===== src/rtl/ocr_pkg.sv =====
package ocr_pkg;
    typedef enum logic [1:0] {
        RESP_NONE = 2'd0,
        RESP_DATA = 2'd1,
        RESP_NAK  = 2'd2
    } resp_e;
endpackage


===== src/rtl/ocr_order_track.sv =====
module ocr_order_track #(
    parameter int NUM_IDS = 16,
    parameter int ORD_W   = 16,
    localparam int ID_W   = $clog2(NUM_IDS)
) (
    input  logic               clk,
    input  logic               rst_n,
    input  logic [ID_W-1:0]    self_id,
    input  logic               start_i,
    input  logic [ORD_W-1:0]   start_order_i,
    input  logic               clr_i,
    input  logic               bc_valid,
    input  logic [ID_W-1:0]    bc_id,
    input  logic [ORD_W-1:0]   bc_order,
    output logic               active_o,
    output logic [NUM_IDS-1:0] later_o
);
    typedef struct packed {
        logic               active;
        logic [ORD_W-1:0]   order;
        logic [NUM_IDS-1:0] later;
    } trk_t;

    trk_t st_d, st_q;
    logic peer_later;

    always_comb begin
        peer_later = (bc_order > st_q.order) ||
                     ((bc_order == st_q.order) && (bc_id > self_id));
        st_d = st_q;
        if (clr_i) begin
            st_d.active = 1'b0;
            st_d.later  = '0;
        end else if (!st_q.active) begin
            if (start_i) begin
                st_d.active = 1'b1;
                st_d.order  = start_order_i;
                st_d.later  = '0;
            end
        end else if (bc_valid && (bc_id != self_id)) begin
            st_d.later[bc_id] = peer_later;
        end
    end

    always_ff @(posedge clk or negedge rst_n) begin
        if (!rst_n) st_q <= '0;
        else        st_q <= st_d;
    end

    assign active_o = st_q.active;
    assign later_o  = st_q.later;

    p_clear_r6: assert property (@(posedge clk) disable iff (!rst_n)
        clr_i |=> (!active_o && later_o == '0));
    p_idle_empty_r6: assert property (@(posedge clk) disable iff (!rst_n)
        !active_o |-> later_o == '0);
    p_tie_lower_r2: assert property (@(posedge clk) disable iff (!rst_n)
        (active_o && !clr_i && bc_valid && bc_order == st_q.order && bc_id < self_id)
        |=> !later_o[$past(bc_id)]);
endmodule


===== src/rtl/ocr_snoop_decide.sv =====
module ocr_snoop_decide
    import ocr_pkg::*;
#(
    parameter int NUM_IDS = 16,
    parameter int ADDR_W  = 40,
    localparam int ID_W   = $clog2(NUM_IDS)
) (
    input  logic               clk,
    input  logic               rst_n,
    input  logic               mode_reclaim,
    input  logic               active_i,
    input  logic [NUM_IDS-1:0] later_i,
    input  logic               rto_valid,
    input  logic [ID_W-1:0]    rto_id,
    input  logic [ADDR_W-1:0]  rto_addr,
    output logic               abort_now_o,
    output logic               resp_valid,
    output resp_e              resp_kind,
    output logic               abort_pulse,
    output logic               reclaim_valid,
    output logic [ADDR_W-1:0]  reclaim_addr
);
    typedef struct packed {
        logic              rv;
        resp_e             kind;
        logic              abort;
        logic              grab;
        logic [ADDR_W-1:0] addr;
    } dec_t;

    dec_t dc_d, dc_q;
    logic req_later;

    always_comb begin
        req_later   = later_i[rto_id];
        abort_now_o = 1'b0;
        dc_d        = dc_q;
        dc_d.rv     = rto_valid;
        dc_d.kind   = RESP_NONE;
        dc_d.abort  = 1'b0;
        dc_d.grab   = 1'b0;
        if (rto_valid) begin
            if (!active_i) begin
                dc_d.kind = RESP_DATA;
            end else if (req_later) begin
                if (mode_reclaim) begin
                    dc_d.kind = RESP_DATA;
                    dc_d.grab = 1'b1;
                    dc_d.addr = rto_addr;
                end else begin
                    dc_d.kind = RESP_NAK;
                end
            end else begin
                dc_d.kind   = RESP_DATA;
                dc_d.abort  = 1'b1;
                abort_now_o = 1'b1;
            end
        end
    end

    always_ff @(posedge clk or negedge rst_n) begin
        if (!rst_n) dc_q <= '0;
        else        dc_q <= dc_d;
    end

    assign resp_valid    = dc_q.rv;
    assign resp_kind     = dc_q.kind;
    assign abort_pulse   = dc_q.abort;
    assign reclaim_valid = dc_q.grab;
    assign reclaim_addr  = dc_q.addr;

    p_resp_next_r7: assert property (@(posedge clk) disable iff (!rst_n)
        rto_valid |=> (resp_valid && resp_kind != RESP_NONE));
    p_abort_single_r3: assert property (@(posedge clk) disable iff (!rst_n)
        abort_pulse |=> !abort_pulse);
    p_nak_no_abort_r4: assert property (@(posedge clk) disable iff (!rst_n)
        (resp_kind == RESP_NAK) |-> (!abort_pulse && !reclaim_valid));
    p_grab_data_r5: assert property (@(posedge clk) disable iff (!rst_n)
        reclaim_valid |-> (resp_kind == RESP_DATA && !abort_pulse));
    p_idle_plain_r1: assert property (@(posedge clk) disable iff (!rst_n)
        (rto_valid && !active_i) |=> (!abort_pulse && !reclaim_valid));
endmodule


===== src/rtl/own_conflict_resolver.sv =====
module own_conflict_resolver
    import ocr_pkg::*;
#(
    parameter int NUM_IDS = 16,
    parameter int ORD_W   = 16,
    parameter int ADDR_W  = 40,
    localparam int ID_W   = $clog2(NUM_IDS)
) (
    input  logic              clk,
    input  logic              rst_n,
    input  logic [ID_W-1:0]   self_id,
    input  logic              mode_reclaim,
    input  logic              upd_start,
    input  logic [ORD_W-1:0]  upd_order,
    input  logic              upd_end,
    input  logic              bc_valid,
    input  logic [ID_W-1:0]   bc_id,
    input  logic [ORD_W-1:0]  bc_order,
    input  logic              rto_valid,
    input  logic [ID_W-1:0]   rto_id,
    input  logic [ADDR_W-1:0] rto_addr,
    output logic              resp_valid,
    output logic [1:0]        resp_kind,
    output logic              abort_pulse,
    output logic              reclaim_valid,
    output logic [ADDR_W-1:0] reclaim_addr
);
    logic               active_w;
    logic [NUM_IDS-1:0] later_w;
    logic               abort_now_w;
    resp_e              kind_w;

    ocr_order_track #(.NUM_IDS(NUM_IDS), .ORD_W(ORD_W)) u_track (
        .clk           (clk),
        .rst_n         (rst_n),
        .self_id       (self_id),
        .start_i       (upd_start),
        .start_order_i (upd_order),
        .clr_i         (upd_end | abort_now_w),
        .bc_valid      (bc_valid),
        .bc_id         (bc_id),
        .bc_order      (bc_order),
        .active_o      (active_w),
        .later_o       (later_w)
    );

    ocr_snoop_decide #(.NUM_IDS(NUM_IDS), .ADDR_W(ADDR_W)) u_decide (
        .clk           (clk),
        .rst_n         (rst_n),
        .mode_reclaim  (mode_reclaim),
        .active_i      (active_w),
        .later_i       (later_w),
        .rto_valid     (rto_valid),
        .rto_id        (rto_id),
        .rto_addr      (rto_addr),
        .abort_now_o   (abort_now_w),
        .resp_valid    (resp_valid),
        .resp_kind     (kind_w),
        .abort_pulse   (abort_pulse),
        .reclaim_valid (reclaim_valid),
        .reclaim_addr  (reclaim_addr)
    );

    assign resp_kind = kind_w;
endmodule


===== config.mk =====
export PLATFORM = sky130hd
export DESIGN_NAME = own_conflict_resolver
export DESIGN_NICKNAME = d
export VERILOG_FILES = /design/src/rtl/ocr_pkg.sv /design/src/rtl/ocr_order_track.sv /design/src/rtl/ocr_snoop_decide.sv /design/src/rtl/own_conflict_resolver.sv
export SDC_FILE = /design/constraint.sdc
export NUM_CORES = 1
export LEC_CHECK = 0
export BUFFER_PORTS_ARGS = -buffer_cell sky130_fd_sc_hd__buf_2
export CAP_MARGIN = 5
export CORE_MARGIN = 5
export CORE_UTILIZATION = 50
export DETAILED_ROUTE_END_ITERATION = 8
export GPL_ROUTABILITY_DRIVEN = 0
export PLACE_DENSITY = 0.8
export SETUP_SLACK_MARGIN = 0.02
export SLEW_MARGIN = 20
export SYNTH_ARGS = -nofsm -noshare
export SYNTH_HDL_FRONTEND = slang
export SYNTH_SLANG_ARGS = --single-unit

===== constraint.sdc =====
create_clock -name clk -period 2.39 [get_ports clk]
set_clock_uncertainty 0.05 [all_clocks]
set_input_delay 0.1195 -clock clk [delete_from_list [all_inputs] [get_ports clk]]
set_output_delay 0.1195 -clock clk [all_outputs]
set_load 0.03 [all_outputs]

Yosys cells after proc, flatten, opt, wreduce, memory -nomap -nowiden
Index checks and enable logic that the tools add are counted.
{"block": "totals", "register_bits": 78, "input_bits": 91, "word_cells": 48}
{"block": "op_classes", "n_lt_le_gt_ge": 5, "n_eq_ne": 3, "muxes": 21, "bitwise_logic": 3, "n_reduce_logical": 8}
{"operator": "41-bit two-way mux", "count": 2}
{"operator": "16-bit two-way mux", "count": 3}
{"operator": "44-bit two-way mux", "count": 1}
{"operator": "42-bit two-way mux", "count": 1}
{"operator": "33-bit two-way mux", "count": 1}
{"operator": "17-bit two-way mux", "count": 1}
{"operator": "16-bit bitwise mux", "count": 1}
{"operator": "16-bit equality test", "count": 1}
{"operator": "16-bit > comparator", "count": 1}
{"operator": "4-bit by 5-bit less-than comparator with 1-bit output (second input constant)", "count": 2}
{"operator": "1-bit two-way mux", "count": 6}
{"operator": "2-bit two-way mux", "count": 3}
{"operator": "1-bit binary-select mux with 4-bit select", "count": 1}
{"operator": "1-bit demux with 4-bit select", "count": 1}
{"operator": "4-bit by 1-bit greater-or-equal comparator with 1-bit output (second input constant)", "count": 1}
{"operator": "4-bit > comparator", "count": 1}
{"operator": "4-bit != test", "count": 1}
{"operator": "4-bit AND reduction", "count": 1}
{"operator": "1-bit logical AND", "count": 3}
{"operator": "3-bit by 2-bit != test with 1-bit output (second input constant)", "count": 1}
{"operator": "3-bit AND reduction", "count": 1}
{"operator": "3-bit nonzero test", "count": 1}
{"operator": "1-bit NOT", "count": 2}
{"operator": "2-bit AND reduction", "count": 1}
{"operator": "other kinds (2)", "count": 2}

Logic depth before layout (Yosys ltp)
{"block": "logic_depth", "depth_word": 8, "ltp_mapped": 9, "ltp_nobuf": 8}

Modules after synthesis
A second synthesis with hierarchy kept.
{"block": "unflattened", "cells_unflattened": 360, "area_unflattened_um2": 3967.6}
{"mod": "ocr_order_track", "n_inst": 1, "cells_each": 245, "area_each_um2": 2137.0}
{"mod": "ocr_snoop_decide", "n_inst": 1, "cells_each": 114, "area_each_um2": 1824.2}
{"mod": "own_conflict_resolver", "n_inst": 1, "cells_each": 1, "area_each_um2": 6.3}

Worst setup path before layout
Ideal clock, no wire load.
{"block": "synth_path", "kind": "register -> register", "from": "reg u_track.st_q[30] in the netlist's numbering", "to": "reg u_track.st_q (netlist bit u_track.later_o[13])", "arrival_time_ns": 1.888, "slack_ns": 0.374, "path_stages_with_launch": 9, "n_path_buf": 1, "synth_period_minus_slack_ns": 2.016, "cell_sequence": "dfrtp_1 inv_1 ha_1 nand4_1 nor4_1 a211o_1 clkbuf_1 nand4_1 a21oi_1"}
{"block": "synth_via", "elab_chain_cells": 7, "elab_cells_between_ends": 8, "classes_between": "order compare (1); eq/ne (1); mux (4); reduce/logical (2)"}
{"item": "from (decl)", "line": "ocr_order_track.sv:24", "source": "trk_t st_d, st_q;"}
{"item": "from (signal assigned)", "line": "ocr_order_track.sv:47", "source": "else st_q <= st_d;"}
{"item": "branches (longest 2 deep; another with 16-bit > comparator)"}
{"item": "1-bit logical OR (*)", "line": "ocr_order_track.sv:28", "source": "peer_later = (bc_order > st_q.order) ||"}
{"item": "16-bit bitwise mux (*)", "line": "ocr_order_track.sv:41", "source": "st_d.later[bc_id] = peer_later;"}
{"item": "16-bit two-way mux (*)", "line": "ocr_order_track.sv:40", "source": "end else if (bc_valid && (bc_id != self_id)) begin"}
{"item": "16-bit two-way mux (*)", "line": "ocr_order_track.sv:34", "source": "end else if (!st_q.active) begin"}
{"item": "16-bit two-way mux (*)", "line": "ocr_order_track.sv:31", "source": "if (clr_i) begin"}
Mark *: on every way between the ends. The select of a mux whose other input is x is not followed.
A chain may end at the register's enable or synchronous reset.

Worst setup path after layout
{"block": "layout_path", "from": "reg u_track.st_q (netlist bit u_track.later_o[1])", "to": "reg u_decide.dc_q (netlist bit u_decide.reclaim_addr[13])"}
{"block": "layout_via", "elab_chain_cells": 3}
{"item": "1-bit binary-select mux with 4-bit select", "line": "ocr_snoop_decide.sv:35", "source": "req_later = later_i[rto_id];"}
{"item": "1-bit two-way mux (implied by the code)", "line": "ocr_snoop_decide.sv:35"}
{"item": "4-bit AND reduction (no source line)"}
{"item": "to (signal assigned)", "line": "ocr_snoop_decide.sv:62", "source": "if (!rst_n) dc_q <= '0;"}
{"item": "to (signal assigned)", "line": "ocr_snoop_decide.sv:63", "source": "else dc_q <= dc_d;"}
{"item": "to (decl)", "line": "ocr_snoop_decide.sv:31", "source": "dec_t dc_d, dc_q;"}
Every way passes these cells. The select of a mux whose other input is x is not followed.

==> run_results.csv <==
group,metric,value,unit
finish,nFillCells,544,
timing,setup_violations,0,
worst_setup_path,cp_slowest_cell,"mux4_1",
finish,synthToLayoutAreaGrowth,39.56,%
cts,cts-root-to-sink-buffers,2,
detailed_routing,drcViolationCount,0,
logic_synthesis,yosys_register_bits,78,
die,chipHeight,98.81,microns
worst_setup_path,regToRegStartpoint,"u_track.later_o[1]",
logic_synthesis,count_of_cell_types_in_the_netlist,33,
power_and_ir_drop,power.density_cell_area,705.9,nW/um^2
global_routing,antenna_found_initial,1,
die,dieArea,9763,sq um
logic_synthesis,synth_enable_flop_cells,0,
cts,insertion_delay,0.34,ns
logic_synthesis,synth-main-ff-cell,"dfrtp_1",
logic_synthesis,most_frequent_cell_after_synthesis,"dfrtp_1",
logic_synthesis,synthCells,331,
detailed_routing,detail_route.wirelength,11.36,mm
finish,layout-drive-gt1-share,38.61,%
worst_setup_path,worst_ep_arrival_time,2.39,ns
cts,numClockSinks,78,
worst_setup_path,timing.rr.end,"u_decide.reclaim_addr[13]",
detailed_routing,detailedRoute.firstIterationViolations,218,
detailed_routing,vias_after_detailed_routing,3386,
detailed_routing,wl_per_cell,17.91,microns
logic_synthesis,post_synth_main_area_contributors,"dfrtp_1, mux2_4, ha_1",
worst_setup_path,chain_of_cells_forming_the_critical_path,"mux4_1 > mux2_2 > o21ai_4 > nor2_4 > buf_12 > mux2_4",
worst_setup_path,critPathLaunchType,"register",
logic_synthesis,synth_top_cell_by_area,"dfrtp_1",
worst_setup_path,end_kind,"register",
die,fp.dieW,98.81,microns
logic_synthesis,yosysSeqAreaShare,49.49,%
timing,fmax,450.5,MHz
global_routing,pin_count_of_the_biggest_net_entering_global_routing,79,
logic_synthesis,synth.cells.most_frequent,"dfrtp_1, mux2_4, o21ai_0",
logic_synthesis,netlist.area_leader.share,49.49,%
worst_setup_path,cp.required,2.56,ns
worst_setup_path,worst-r2r-setup-slack,0.17,ns
finish,utilization_after_layout,71.60,%
place,place.detailed.hpwl,7.081,mm
worst_setup_path,critical_path.top_delay_family,"multiplexers",
place,port-buffer-count,135,
timing,final_setup_slack_of_the_worst_path,0.1704,ns
logic_synthesis,netlist_area,3944,sq um
global_routing,grt_util_all_layers,23.83,%
worst_setup_path,critical_path_fanouts_max,31,
min_path,hold_depth,3,
timing,slew-limit-headroom,36.06,%
worst_setup_path,cp_num_buf_inv,1,
finish,nets,637,
cts,cts_max_level,3,
timing,worst_pin_slew,0.9591,ns
timing,min_period_over_period,92.87,%
global_routing,grt_remaining_overflow,0,
detailed_routing,firstDrtPassIters,4,
status,run_status,"completed",
die,coreArea,7687,sq um
timing,min_period,2.220,ns
timing,timing.final.max_slew_violations,0,
min_path,worst_hold_end,"u_decide.resp_kind[1]",
die,ioPinCount,136,
logic_synthesis,share_of_synthesized_registers_carrying_an_async_set_or_reset,100.0,%
min_path,hold_path_startpoint,"mode_reclaim",
cts,cts_tree,"done",
global_routing,grt_first_pass_wirelength,18.30,mm
worst_setup_path,slowest_delay,0.51,ns
detailed_routing,vias_per_cell,5.341,
run,maxCapViolCount,0,
power_and_ir_drop,leakage,2.715,nW
logic_synthesis,yosys_warnings,0,
die,floorplan.initialDensity,51.30,%
global_routing,via_count_of_the_first_global_routing_pass,3485,
place,post-place-ws,0.1809,ns
power_and_ir_drop,power.ir.vdd_worst,0.3147,mV
cts,clk_transition_reported_paths,0.08,ns
cts,clk_root_buf,"clkbuf_8",
timing,finalHoldViolCount,0,
detailed_routing,antenna_left,0,
worst_setup_path,rr_worst_depth,6,
logic_synthesis,syn_area_per_cell,11.91,sq um
worst_setup_path,path_class,"reg2reg",
cts,cts_inserted_buffers,9,
logic_synthesis,synth_fp_nets,442,
timing,rsz0062_at_grt,"false",
min_path,worst_hold_path_type,"in2reg",
die,std_cell_rows,32,
timing,finalSetupTns,0,ns
-- worst register-to-register path, cell delays in order (launching register included) --
cell and delay (ns):
dfrtp_1 0.38, mux4_1 0.51, mux2_2 0.30, o21ai_4 0.18
nor2_4 0.13, buf_12 0.22, mux2_4 0.34
-- what timing repair did --
action / CTS / global route
buffers inserted: 0 / 0
endpoints found under the hold margin: 136 / 0
hold buffers: 59 / 0
gates resized for setup: 0 / 1
endpoints found under the setup margin: 0 / 15
-- sequential cells by signal (all words and copies together), names as in the netlist --
| signal | count |
|---|---|
| u_decide.resp_kind | 2 |
| u_track.active_o | 1 |
| u_decide.resp_valid | 1 |
| u_track.st_q | 16 |
| u_decide.reclaim_addr | 40 |
| u_decide.abort_pulse | 1 |
| u_decide.reclaim_valid | 1 |
| u_track.later_o | 16 |
-- per-layer routing --
layer	global-route usage [%]	routed length, microns
met3	4.954	800
met2	40.39	5725
met1	30.71	4614
met4	7.353	215
met5	0	0
-- worst max path at each step --
| stage | slack, ns | start | depth (start not counted) | to |
|---|---|---|---|---|
| 2_1_floorplan | 0.37 | u_track.st_q[30] | 8 | u_track.later_o[13] |
| 3_3_place_gp | 0.25 | u_track.later_o[1] | 6 | u_decide.reclaim_addr[16] |
| 3_5_place_dp | 0.18 | u_track.later_o[1] | 6 | u_decide.reclaim_addr[13] |
| 4_1_cts | 0.15 | u_track.st_q[30] | 8 | u_track.later_o[10] |
| 5_1_grt | 0.08 | u_track.st_q[30] | 8 | u_track.later_o[11] |
| 6_report | 0.17 | u_track.later_o[1] | 6 | u_decide.reclaim_addr[13] |
-- where the power goes --
part	switching, mW	total (mW)	internal, mW
clock network	0.480	0.959	0.479
registers	0.126	1.65	1.53
logic	0.731	1.27	0.542
-- final cells by class --
type | count | area [sq um] | area share, %
flip-flops and latches | 78 | 1952 | 35.46
diodes | 1 | 2.502 | 0.04546
multi-input cells | 216 | 1827 | 33.19
inverters | 21 | 78.83 | 1.432
well taps | 102 | 127.6 | 2.319
repair buffers | 200 | 1326 | 24.10
clock buffers | 10 | 127.6 | 2.319
clock inverters | 6 | 62.56 | 1.137
-- layout by cell type, fill, tap and decap left out, types with 3 or more instances in the layout --
cell / instances
clkinvlp_4: 3
clkbuf_8: 9
nand4_1: 20
mux2_2: 3
nand3_1: 4
o21ai_0: 34
dlygate4sd3_1: 59
buf_2: 134
a21oi_1: 21
inv_1: 21
ha_1: 20
nand2_1: 19
a21boi_0: 17
dfrtp_1: 78
nor2b_1: 8
nor2_1: 8
mux2_4: 39
buf_4: 6
-- metrics by stage --
stage / area [sq um] / cells / hold slack, ns / total power [mW]
2_1_floorplan: 3944 / 331 / -0.2261 / 2.424
5_1_grt: 5504 / 634 / 0.07558 / 4.093
4_1_cts: 5495 / 633 / 0.05132 / 3.862
3_5_place_dp: 4715 / 558 / 0.2541 / 2.830
3_3_place_gp: 4715 / 558 / 0.2336 / 2.785
6_report: 5504 / 634 / 0.06259 / 3.885
-- cell families after synthesis --
group	count (synthesis)	share of synthesized area, %
compound gates	81	12.21
mux	47	18.43
buf+inv	37	4.473
flops	78	49.49
simple gates	68	9.042
fa+ha+maj	20	6.345
(Power assumes the default switching activity.)
